## src/rtl/rnm_pkg.sv

```systemverilog
package rnm_pkg;
    typedef enum logic [0:0] {
        ST_CLEAR = 1'b0,
        ST_RUN   = 1'b1
    } rnm_state_e;
endpackage

```

## src/rtl/rnm_prf.sv

```systemverilog
module rnm_prf #(
    parameter int NUM_PHYS = 16,
    parameter int DATA_W   = 32,
    localparam int PW      = $clog2(NUM_PHYS)
) (
    input  logic              clk,
    input  logic              rst_n,
    input  logic              wr_en,
    input  logic [PW-1:0]     wr_idx,
    input  logic [DATA_W-1:0] wr_data,
    input  logic [PW-1:0]     rd_idx,
    output logic [DATA_W-1:0] rd_data
);
    logic [DATA_W-1:0] mem_q [NUM_PHYS];

    // storage has no reset of its own; the controller clears it
    always_ff @(posedge clk) begin
        if (wr_en) mem_q[wr_idx] <= wr_data;
    end

    assign rd_data = mem_q[rd_idx];


    prf_zero_write_chk: assert property (@(posedge clk) disable iff (!rst_n)
        (wr_en && wr_idx == '0) |-> (wr_data == '0));
endmodule

```

## src/rtl/rnm_freelist.sv

```systemverilog
module rnm_freelist #(
    parameter int NUM_LOG  = 8,
    parameter int NUM_PHYS = 16,
    localparam int PW      = $clog2(NUM_PHYS),
    localparam int CW      = $clog2(NUM_PHYS + 1),
    localparam int INIT_CNT = NUM_PHYS - NUM_LOG,
    localparam int CAP      = NUM_PHYS - 1
) (
    input  logic          clk,
    input  logic          rst_n,
    input  logic          pop,
    input  logic          push,
    input  logic [PW-1:0] push_idx,
    output logic [PW-1:0] head_idx,
    output logic          empty
);
    logic [PW-1:0] slot_q [NUM_PHYS];
    logic [PW-1:0] rd_ptr_q, wr_ptr_q;
    logic [CW-1:0] cnt_q;

    always_ff @(posedge clk) begin
        if (!rst_n) begin
            for (int i = 0; i < NUM_PHYS; i++) begin
                slot_q[i] <= (i < INIT_CNT) ? PW'(NUM_LOG + i) : '0;
            end
            rd_ptr_q <= '0;
            wr_ptr_q <= PW'(INIT_CNT);
            cnt_q    <= CW'(INIT_CNT);
        end else begin
            if (push) begin
                slot_q[wr_ptr_q] <= push_idx;
                wr_ptr_q         <= wr_ptr_q + 1'b1;
            end
            if (pop) rd_ptr_q <= rd_ptr_q + 1'b1;
            unique case ({push, pop})
                2'b10:   cnt_q <= cnt_q + 1'b1;
                2'b01:   cnt_q <= cnt_q - 1'b1;
                default: cnt_q <= cnt_q;
            endcase
        end
    end

    assign head_idx = slot_q[rd_ptr_q];
    assign empty    = (cnt_q == '0);


    fl_underflow_chk: assert property (@(posedge clk) disable iff (!rst_n)
        pop |-> !empty);

    fl_zero_push_chk: assert property (@(posedge clk) disable iff (!rst_n)
        push |-> (push_idx != '0));

    fl_no_overflow_chk: assert property (@(posedge clk) disable iff (!rst_n)
        (push && !pop) |-> (cnt_q < CW'(CAP)));
endmodule

```

## src/rtl/rnm_maptable.sv

```systemverilog
module rnm_maptable #(
    parameter int NUM_LOG  = 8,
    parameter int NUM_PHYS = 16,
    localparam int LW      = $clog2(NUM_LOG),
    localparam int PW      = $clog2(NUM_PHYS)
) (
    input  logic          clk,
    input  logic          rst_n,
    input  logic [LW-1:0] rd_a_idx,
    input  logic [LW-1:0] rd_b_idx,
    input  logic [LW-1:0] rd_d_idx,
    output logic [PW-1:0] rd_a_preg,
    output logic [PW-1:0] rd_b_preg,
    output logic [PW-1:0] rd_d_preg,
    input  logic          wr_en,
    input  logic [LW-1:0] wr_idx,
    input  logic [PW-1:0] wr_preg
);
    logic [PW-1:0] map_q [NUM_LOG];

    always_ff @(posedge clk) begin
        if (!rst_n) begin
            for (int i = 0; i < NUM_LOG; i++) map_q[i] <= PW'(i);
        end else if (wr_en) begin
            map_q[wr_idx] <= wr_preg;
        end
    end

    // lookups read the registered table, i.e. the state before this cycle's update
    assign rd_a_preg = map_q[rd_a_idx];
    assign rd_b_preg = map_q[rd_b_idx];
    assign rd_d_preg = map_q[rd_d_idx];


    map_zero_pin_chk: assert property (@(posedge clk) disable iff (!rst_n)
        map_q[0] == '0);
endmodule

```

## src/rtl/rnm_top.sv

```systemverilog
module rnm_top
    import rnm_pkg::*;
#(
    parameter int NUM_LOG  = 8,
    parameter int NUM_PHYS = 16,
    parameter int DATA_W   = 32,
    localparam int LW      = $clog2(NUM_LOG),
    localparam int PW      = $clog2(NUM_PHYS)
) (
    input  logic              clk,
    input  logic              rst_n,
    output logic              ready,
    input  logic              ren_valid,
    input  logic              ren_we,
    input  logic [LW-1:0]     ren_dst,
    input  logic [LW-1:0]     ren_src_a,
    input  logic [LW-1:0]     ren_src_b,
    output logic              ren_stall,
    output logic              ren_eff_we,
    output logic [PW-1:0]     ren_psrc_a,
    output logic [PW-1:0]     ren_psrc_b,
    output logic [PW-1:0]     ren_pdst,
    output logic [PW-1:0]     ren_pold,
    input  logic              rel_valid,
    input  logic [PW-1:0]     rel_preg,
    input  logic              wb_valid,
    input  logic [PW-1:0]     wb_preg,
    input  logic [DATA_W-1:0] wb_data,
    input  logic [PW-1:0]     rd_preg,
    output logic [DATA_W-1:0] rd_data
);
    localparam logic [PW-1:0] LAST_IDX = PW'(NUM_PHYS - 1);

    rnm_state_e    state_q, state_d;
    logic [PW-1:0] clr_cnt_q;
    logic          clearing;

    // state register and clear counter
    always_ff @(posedge clk) begin
        if (!rst_n) begin
            state_q   <= ST_CLEAR;
            clr_cnt_q <= '0;
        end else begin
            state_q <= state_d;
            if (clearing) clr_cnt_q <= clr_cnt_q + 1'b1;
        end
    end

    // next state and outputs
    always_comb begin
        state_d  = state_q;
        clearing = 1'b0;
        ready    = 1'b0;
        unique case (state_q)
            ST_CLEAR: begin
                clearing = 1'b1;
                if (clr_cnt_q == LAST_IDX) state_d = ST_RUN;
            end
            ST_RUN: begin
                ready = 1'b1;
            end
            default: state_d = ST_CLEAR;
        endcase
    end

    // decode-side suppression of writes to logical 0
    logic fl_empty, alloc, accept, rel_push;
    logic [PW-1:0] fl_head, map_dst_preg;

    assign ren_eff_we = ren_we && (ren_dst != '0);
    assign ren_stall  = ren_valid && (!ready || (ren_eff_we && fl_empty));
    assign accept     = ren_valid && !ren_stall;
    assign alloc      = accept && ren_eff_we;
    assign ren_pdst   = ren_eff_we ? fl_head : '0;
    assign ren_pold   = map_dst_preg;
    assign rel_push   = rel_valid && ready && (rel_preg != '0);

    rnm_maptable #(.NUM_LOG(NUM_LOG), .NUM_PHYS(NUM_PHYS)) u_map (
        .clk       (clk),
        .rst_n     (rst_n),
        .rd_a_idx  (ren_src_a),
        .rd_b_idx  (ren_src_b),
        .rd_d_idx  (ren_dst),
        .rd_a_preg (ren_psrc_a),
        .rd_b_preg (ren_psrc_b),
        .rd_d_preg (map_dst_preg),
        .wr_en     (alloc),
        .wr_idx    (ren_dst),
        .wr_preg   (fl_head)
    );

    rnm_freelist #(.NUM_LOG(NUM_LOG), .NUM_PHYS(NUM_PHYS)) u_free (
        .clk      (clk),
        .rst_n    (rst_n),
        .pop      (alloc),
        .push     (rel_push),
        .push_idx (rel_preg),
        .head_idx (fl_head),
        .empty    (fl_empty)
    );

    logic              prf_we;
    logic [PW-1:0]     prf_idx;
    logic [DATA_W-1:0] prf_wdata;

    assign prf_we    = clearing || (wb_valid && ready);
    assign prf_idx   = clearing ? clr_cnt_q : wb_preg;
    assign prf_wdata = clearing ? '0 : wb_data;

    rnm_prf #(.NUM_PHYS(NUM_PHYS), .DATA_W(DATA_W)) u_prf (
        .clk     (clk),
        .rst_n   (rst_n),
        .wr_en   (prf_we),
        .wr_idx  (prf_idx),
        .wr_data (prf_wdata),
        .rd_idx  (rd_preg),
        .rd_data (rd_data)
    );


    clr_done_chk: assert property (@(posedge clk) disable iff (!rst_n)
        $rose(ready) |-> ($past(clr_cnt_q) == LAST_IDX));

    alloc_nonzero_chk: assert property (@(posedge clk) disable iff (!rst_n)
        alloc |-> (fl_head != '0));

    zero_dst_map_chk: assert property (@(posedge clk) disable iff (!rst_n)
        (ren_valid && ren_dst == '0) |=> (u_map.map_q[0] == '0));
endmodule

```

## config.mk

```make
export PLATFORM = sky130hd
export DESIGN_NAME = rnm_top
export DESIGN_NICKNAME = d
export VERILOG_FILES = /design/src/rtl/rnm_pkg.sv /design/src/rtl/rnm_prf.sv /design/src/rtl/rnm_freelist.sv /design/src/rtl/rnm_maptable.sv /design/src/rtl/rnm_top.sv
export SDC_FILE = /design/constraint.sdc
export NUM_CORES = 1
export LEC_CHECK = 0
export BUFFER_PORTS_ARGS = -buffer_cell sky130_fd_sc_hd__buf_2
export CAP_MARGIN = 20
export CORE_ASPECT_RATIO = 0.6
export CORE_MARGIN = 3
export CORE_UTILIZATION = 61
export CTS_BUF_LIST = sky130_fd_sc_hd__clkbuf_4 sky130_fd_sc_hd__clkbuf_8 sky130_fd_sc_hd__clkbuf_16
export CTS_CLUSTER_SIZE = 8
export DETAILED_ROUTE_END_ITERATION = 8
export GPL_TIMING_DRIVEN = 0
export PLACE_DENSITY = 0.8
export SYNTH_ARGS = -nofsm -noshare
export SYNTH_HDL_FRONTEND = slang
export SYNTH_SLANG_ARGS = --single-unit
```

## constraint.sdc

```tcl
create_clock -name clk -period 3.94 [get_ports clk]
set_input_delay 0.394 -clock clk [delete_from_list [all_inputs] [get_ports clk]]
set_output_delay 0.394 -clock clk [all_outputs]
set_load 0.03 [all_outputs]
```

==> flow_metrics.py, run 1 <==
metrics = {
    "clocking": {
        "clk_pin_slew_worst_paths_ns": 0.05,
        "cts_hold_buf": 0,
        "cts_tree": "done",
        "htree_num_levels": 3,
        "clockRootBuffer": "clkbuf_16",
        "cts_buffers": 88,
        "clk_latency_ns": 0.63,
        "cts.path.max_buffers": 3,
        "cts_setup_buffers": 0,
        "cts_resized": 0,
        "clock_sinks": 630,
    },
    "detailed_routing": {
        "ant_nets": 0,
        "viasPerCell": 6.673,
        "drt_iter0_drc": 1901,
        "firstDrtPassIters": 5,
        "num_vias": 14386,
        "totalWireLength_mm": 63.03,
        "post_drt_wl_per_cell_um": 29.24,
        "drc": 0,
    },
    "timing": {
        "holdWs_ns": 0.1826,
        "relSlewSlack_pct": 28.10,
        "drv_slew": 0,
        "max_slew.worst_pin.slew_ns": 1.073,
        "finalSetupViolations": 0,
        "fmax_ghz": 0.2967,
        "rsz0062_at_grt": "false",
        "finalHoldViolCount": 0,
        "fin_crit_ns": 3.371,
        "timing.final.crit_share_pct": 85.56,
        "skew_ns": 0.01719,
    },
    "floorplanning": {
        "pin_count": 110,
        "rows": 57,
        "initial_core_util_pct": 62.76,
        "core_area_um2": 41080,
        "die_w_um": 271.4,
        "dieArea_um2": 44850,
        "die_h_um": 165.2,
    },
    "logic_synthesis": {
        "postSynthAreaPerCell_um2": 19.15,
        "yosys.cell_types.count": 59,
        "synth-edff-count": 608,
        "yosys.area_share.xor_xnor_pct": 0.3058,
        "ys_seq_area_share_pct": 72.53,
        "yosysWarnings": 0,
        "yosys.area_share.adder_pct": 0.4368,
        "synth-simple-area-share_pct": 6.401,
        "ys_ff_latch": 630,
        "synthArstFlopShare_pct": 0,
        "netlist_area_um2": 25780,
        "synth_top_family_by_area": "multiplexers",
        "synth.area.mux_share_pct": 15.78,
        "ys.flop_type": "edfxtp_1",
        "synth_compound_area_share_pct": 3.014,
        "netlist_instances": 1346,
    },
    "cells_and_area": {
        "layout-drive-gt1-share_pct": 28.58,
        "final_common_cell": "edfxtp_1",
        "final_cell_mix": "edfxtp_1, mux4_2, buf_2",
        "multi_input_area_um2": 6823,
        "fill_cells": 2279,
        "area_delta_synth_final_pct": 16.66,
        "finalCoreUtilization_pct": 73.21,
        "nets": 1625,
        "final-seq-area_um2": 18700,
    },
    "setup_path": {
        "end_kind": "flop",
        "r2r_cells": 5,
        "path_class": "reg -> reg",
        "rrSetupSlack_ns": 0.57,
        "startpoint": "state_q",
        "cpPeakStageDelay_ns": 0.91,
        "reg2reg_from": "state_q",
        "crit_cells": 5,
        "reg2reg_to": "u_prf.mem_q[12][1]",
        "crit_chain": "buf_2 > buf_1 > a31oi_1 > nor2_4 > buf_16",
        "crit_path_end": "u_prf.mem_q[12][1]",
        "crit_buf_inv": 3,
        "cp.arrival_ns": 3.68,
        "worstPathRequired_ns": 4.25,
        "worst_setup_path_start_kind": "flop",
        "crit_family": "buffers and inverters",
        "path_max_fanout": 21,
        "critical_path.slowest_cell": "nor2_4",
    },
    "pwr": {
        "p_leak_nw": 10.41,
        "p_per_area_nw_per_um2": 512.3,
        "vdd_ir_drop_max_mv": 0.4022,
    },
    "place": {
        "portBuffers": 102,
        "dp_hpwl_mm": 37.32,
        "gp_congestion": 0.8875,
    },
    "worst_hold_path": {
        "min_path_type": "in -> reg",
    },
    "global_routing": {
        "grt_overflow_total": 0,
        "grt_pass1_wl_mm": 93.86,
        "grt_max_degree": 25,
        "grt_pass1_vias": 14563,
        "grt_usage_pct": 28.93,
        "antenna_found_initial": 3,
    },
    "job": {
        "cap_violations": 0,
    },
    "status": {
        "status": "complete, no violations",
    },
}
-- cells in the mapped netlist, types with 7 or more instances --
master      n  area [um2]
buf_2      20       100.1
buf_1      14       52.55
and2_1     78       488.0
mux4_2    146        3288
nor2_1     62       232.7
mux4_1     16       420.4
edfxtp_1  608       18260
dfxtp_1    22       440.4
and3_1     15       93.84
nand3_1     8       40.04
nand2_1    65       244.0
ha_1        9       112.6
inv_1       9       33.78
a22oi_1    64       480.5
nor2b_1     9       56.30
mux2i_1    18       180.2
nand2b_1   41       256.5
clkbuf_1   35       131.4
mux2_2     12       135.1
a21oi_1    12       60.06
o21ai_0     7       35.03
-- final cells by class --
type,instances,share of cell area (%)
Inverter,10,0.1248
Clock buffer,118,8.129
Timing Repair Buffer,118,2.887
Multi-Input combinational cell,633,22.69
Antenna cell,4,0.03328
Clock inverter,7,0.4618
Sequential cell,630,62.17
Tap cell,560,2.330
Buffer,76,1.177
-- layer usage --
layer | up-vias | part of all wire [%] | track usage, %
li1 | 5870 | - | -
met1 | 7320 | 39 | 41.69
met2 | 1044 | 47 | 44.56
met3 | 152 | 11 | 6.657
met4 | 0 | 2.9 | 10.25
met5 | - | 0 | 0
-- per-stage QoR --
step           std cells  TNS (ns)  power (mW)  instance area [um2]  setup WS, ns
3_5_place_dp        2027         0       8.456                27480        0.7041
2_1_floorplan       1349         0       8.130                25790        0.8847
3_3_place_gp        2011   -436.69       8.399                27000        -1.135
6_report            2156         0       15.41                30080        0.5691
4_1_cts             2152         0       15.45                30070        0.6553
5_1_grt             2155         0       15.80                30070        0.5372
-- state kept, by name, indices dropped and copies added (netlist names), named ones only --
register and count:
u_free.wr_ptr_q 4, u_free.slot_q 64, u_prf.mem_q 512, u_free.cnt_q 5
clr_cnt_q 4, u_map.map_q 32, u_free.rd_ptr_q 4, state_q 1
-- power breakdown --
part           internal, mW  total (mW)  switching (mW)
clock                  4.30        7.06            2.75
combinational         0.325       0.877           0.553
sequential             7.43        7.47          0.0481
-- worst min-delay path by stage --
stage,cells after the start,to,from,slack (ns)
2_1_floorplan,2,flop,u_free.rd_ptr_q[3],0.46
3_3_place_gp,2,u_free.rd_ptr_q[3],u_free.rd_ptr_q[3],0.48
3_5_place_dp,2,u_free.rd_ptr_q[2],u_free.rd_ptr_q[2],0.52
4_1_cts,2,u_free.slot_q[7][1],rel_preg[1],0.17
5_1_grt,2,u_free.slot_q[7][1],rel_preg[1],0.20
6_report,2,u_free.slot_q[7][1],rel_preg[1],0.18
-- cells by family (layout without fill, tap and decap cells) --
group	Yosys count	count (layout)
DFF	630	630
and+or+nand+nor	310	310
muxes	195	195
AOI/OAI and AO/OA	106	106
buffers and inverters	86	329
adders and majority gates	9	9
xor gates and xnor gates	9	9
other	1	8
(Power assumes the default switching activity.)
==> run 2: changes to the inputs <==
CORE_UTILIZATION = 37   (was 61)
PLACE_DENSITY = 0.53   (was 0.8)
==> flow_metrics.py, run 2 (same netlist as run 1, synthesis figures left out) <==
metrics = {
    "global_routing": {
        "grt_pass1_vias": 13793,
        "grt_max_degree": 22,
        "grt_pass1_wl_mm": 95.09,
        "grt_usage_pct": 17.97,
        "grt_overflow_total": 0,
        "antenna_found_initial": 2,
    },
    "clocking": {
        "clockRootBuffer": "clkbuf_16",
        "htree_num_levels": 3,
        "cts_resized": 0,
        "cts.path.max_buffers": 3,
        "cts_tree": "done",
        "cts_setup_buffers": 0,
        "clk_pin_slew_worst_paths_ns": 0.05,
        "cts_hold_buf": 0,
        "clk_latency_ns": 0.62,
        "cts_buffers": 88,
        "clock_sinks": 630,
    },
    "place": {
        "dp_hpwl_mm": 41.48,
        "gp_congestion": 0.8450,
        "portBuffers": 102,
        "placed_area_um2": 27900,
    },
    "pwr": {
        "power_frac_seq_pct": 49.0,
        "p_leak_nw": 10.35,
        "p_per_area_nw_per_um2": 501.5,
        "switching_power_mw": 3.283,
        "pwr-share-comb_pct": 5.8,
        "p_int_mw": 11.95,
        "vdd_ir_drop_max_mv": 0.3041,
        "swShare_pct": 21.55,
        "power_frac_clock_pct": 45.2,
    },
    "cells_and_area": {
        "area_delta_synth_final_pct": 17.84,
        "final_cell_mix": "edfxtp_1, mux4_2, buf_2",
        "multi_input_area_um2": 6823,
        "largest_reg_flops": 512,
        "final-seq-area_um2": 18700,
        "layout-drive-gt1-share_pct": 28.22,
        "top_register": "u_prf.mem_q",
        "final_common_cell": "edfxtp_1",
        "final_area_um2": 30380,
        "nets": 1625,
        "top_regs": "u_prf.mem_q (512), u_free.slot_q (64), u_map.map_q (32)",
        "fill_cells": 5897,
    },
    "floorplanning": {
        "pin_count": 110,
        "die_w_um": 346.8,
        "rows": 74,
        "core_area_um2": 68520,
        "initial_core_util_pct": 37.63,
        "die_h_um": 210.5,
        "dieArea_um2": 72990,
    },
    "detailed_routing": {
        "totalWireLength_mm": 65.22,
        "post_drt_wl_per_cell_um": 26.12,
        "drc": 0,
        "ant_nets": 0,
        "num_vias": 13503,
        "drt_iter0_drc": 1454,
        "firstDrtPassIters": 5,
        "viasPerCell": 5.408,
    },
    "setup_path": {
        "worstPathRequired_ns": 4.25,
        "worst_setup_path_start_kind": "flop",
        "path_class": "reg -> reg",
        "end_kind": "flop",
        "path_max_fanout": 17,
        "cp.arrival_ns": 3.50,
    },
    "timing": {
        "drv_slew": 0,
        "finalHoldViolCount": 0,
        "finalSetupViolations": 0,
        "fin_crit_ns": 3.188,
        "max_slew.worst_pin.slew_ns": 1.015,
        "timing.final.crit_share_pct": 80.91,
        "holdWs_ns": 0.1790,
        "relSlewSlack_pct": 32.35,
        "rsz0062_at_grt": "false",
        "fmax_ghz": 0.3137,
        "skew_ns": 0.02017,
    },
    "status": {
        "status": "complete, no violations",
    },
    "worst_hold_path": {
        "min_path_type": "in -> reg",
    },
    "job": {
        "cap_violations": 0,
    },
}
==> run 2: worst paths after layout <==
| check | start | end | slack [ns] | cells past startpoint |
|---|---|---|---|---|
| worst max-delay path | state_q | u_prf.mem_q[5][13] | 0.75 | 5 |
| worst min-delay path | rel_preg[1] | u_free.slot_q[7][1] | 0.18 | 2 |
| worst max register to register | state_q | u_prf.mem_q[5][13] | 0.75 | 5 |
| worst min register to register | u_free.rd_ptr_q[3] | flop | 0.53 | 2 |
==> run 2: per-layer routing <==
layer	share of wire [%]	up-vias	global-route usage [%]
li1	-	5871	-
met1	48	7125	27.60
met2	44	414	26.21
met3	6.6	93	3.711
met4	1.8	0	4.496
met5	0	-	0
==> run 2: layout make-up <==
cell class	count	share of cell area (%)
repair buffers	118	2.784
diodes	1	0.008237
flip-flops and latches	630	61.55
multi-input cells	633	22.46
clock inverters	6	0.2801
well taps	912	3.756
clock buffers	111	7.875
inverters	10	0.1236
plain buffers	76	1.166
==> run 2: critical path, cell delays in order (launching register included) <==
cell and delay [ns]:
dfxtp_1 0.41, buf_2 0.26, buf_1 0.59, a31oi_1 0.52
nor2_4 0.80, buf_16 0.25
==> run 2: metrics by stage <==
step / util [%] / TNS (ns) / cells / setup slack (ns) / power (mW)
floorplan: - / 0 / 1349 / 0.8847 / 8.130
global placement: 40.05 / -647.27 / 2363 / -1.428 / 8.463
detailed placement: 40.72 / 0 / 2379 / 0.7395 / 8.498
CTS: 44.34 / 0 / 2496 / 0.6489 / 15.41
global route: 44.34 / 0 / 2496 / 0.5912 / 15.76
finish: 44.34 / 0 / 2497 / 0.7521 / 15.24
==> run 2: power by group through the flow <==
stage / logic [mW] / registers, mW / clock network [mW]
CTS: 0.909 / 7.46 / 7.04
global route: 0.952 / 7.47 / 7.34
detailed placement: 0.907 / 7.59 / 0
floorplan: 0.552 / 7.58 / 0
finish: 0.891 / 7.47 / 6.88
global placement: 0.863 / 7.60 / 0
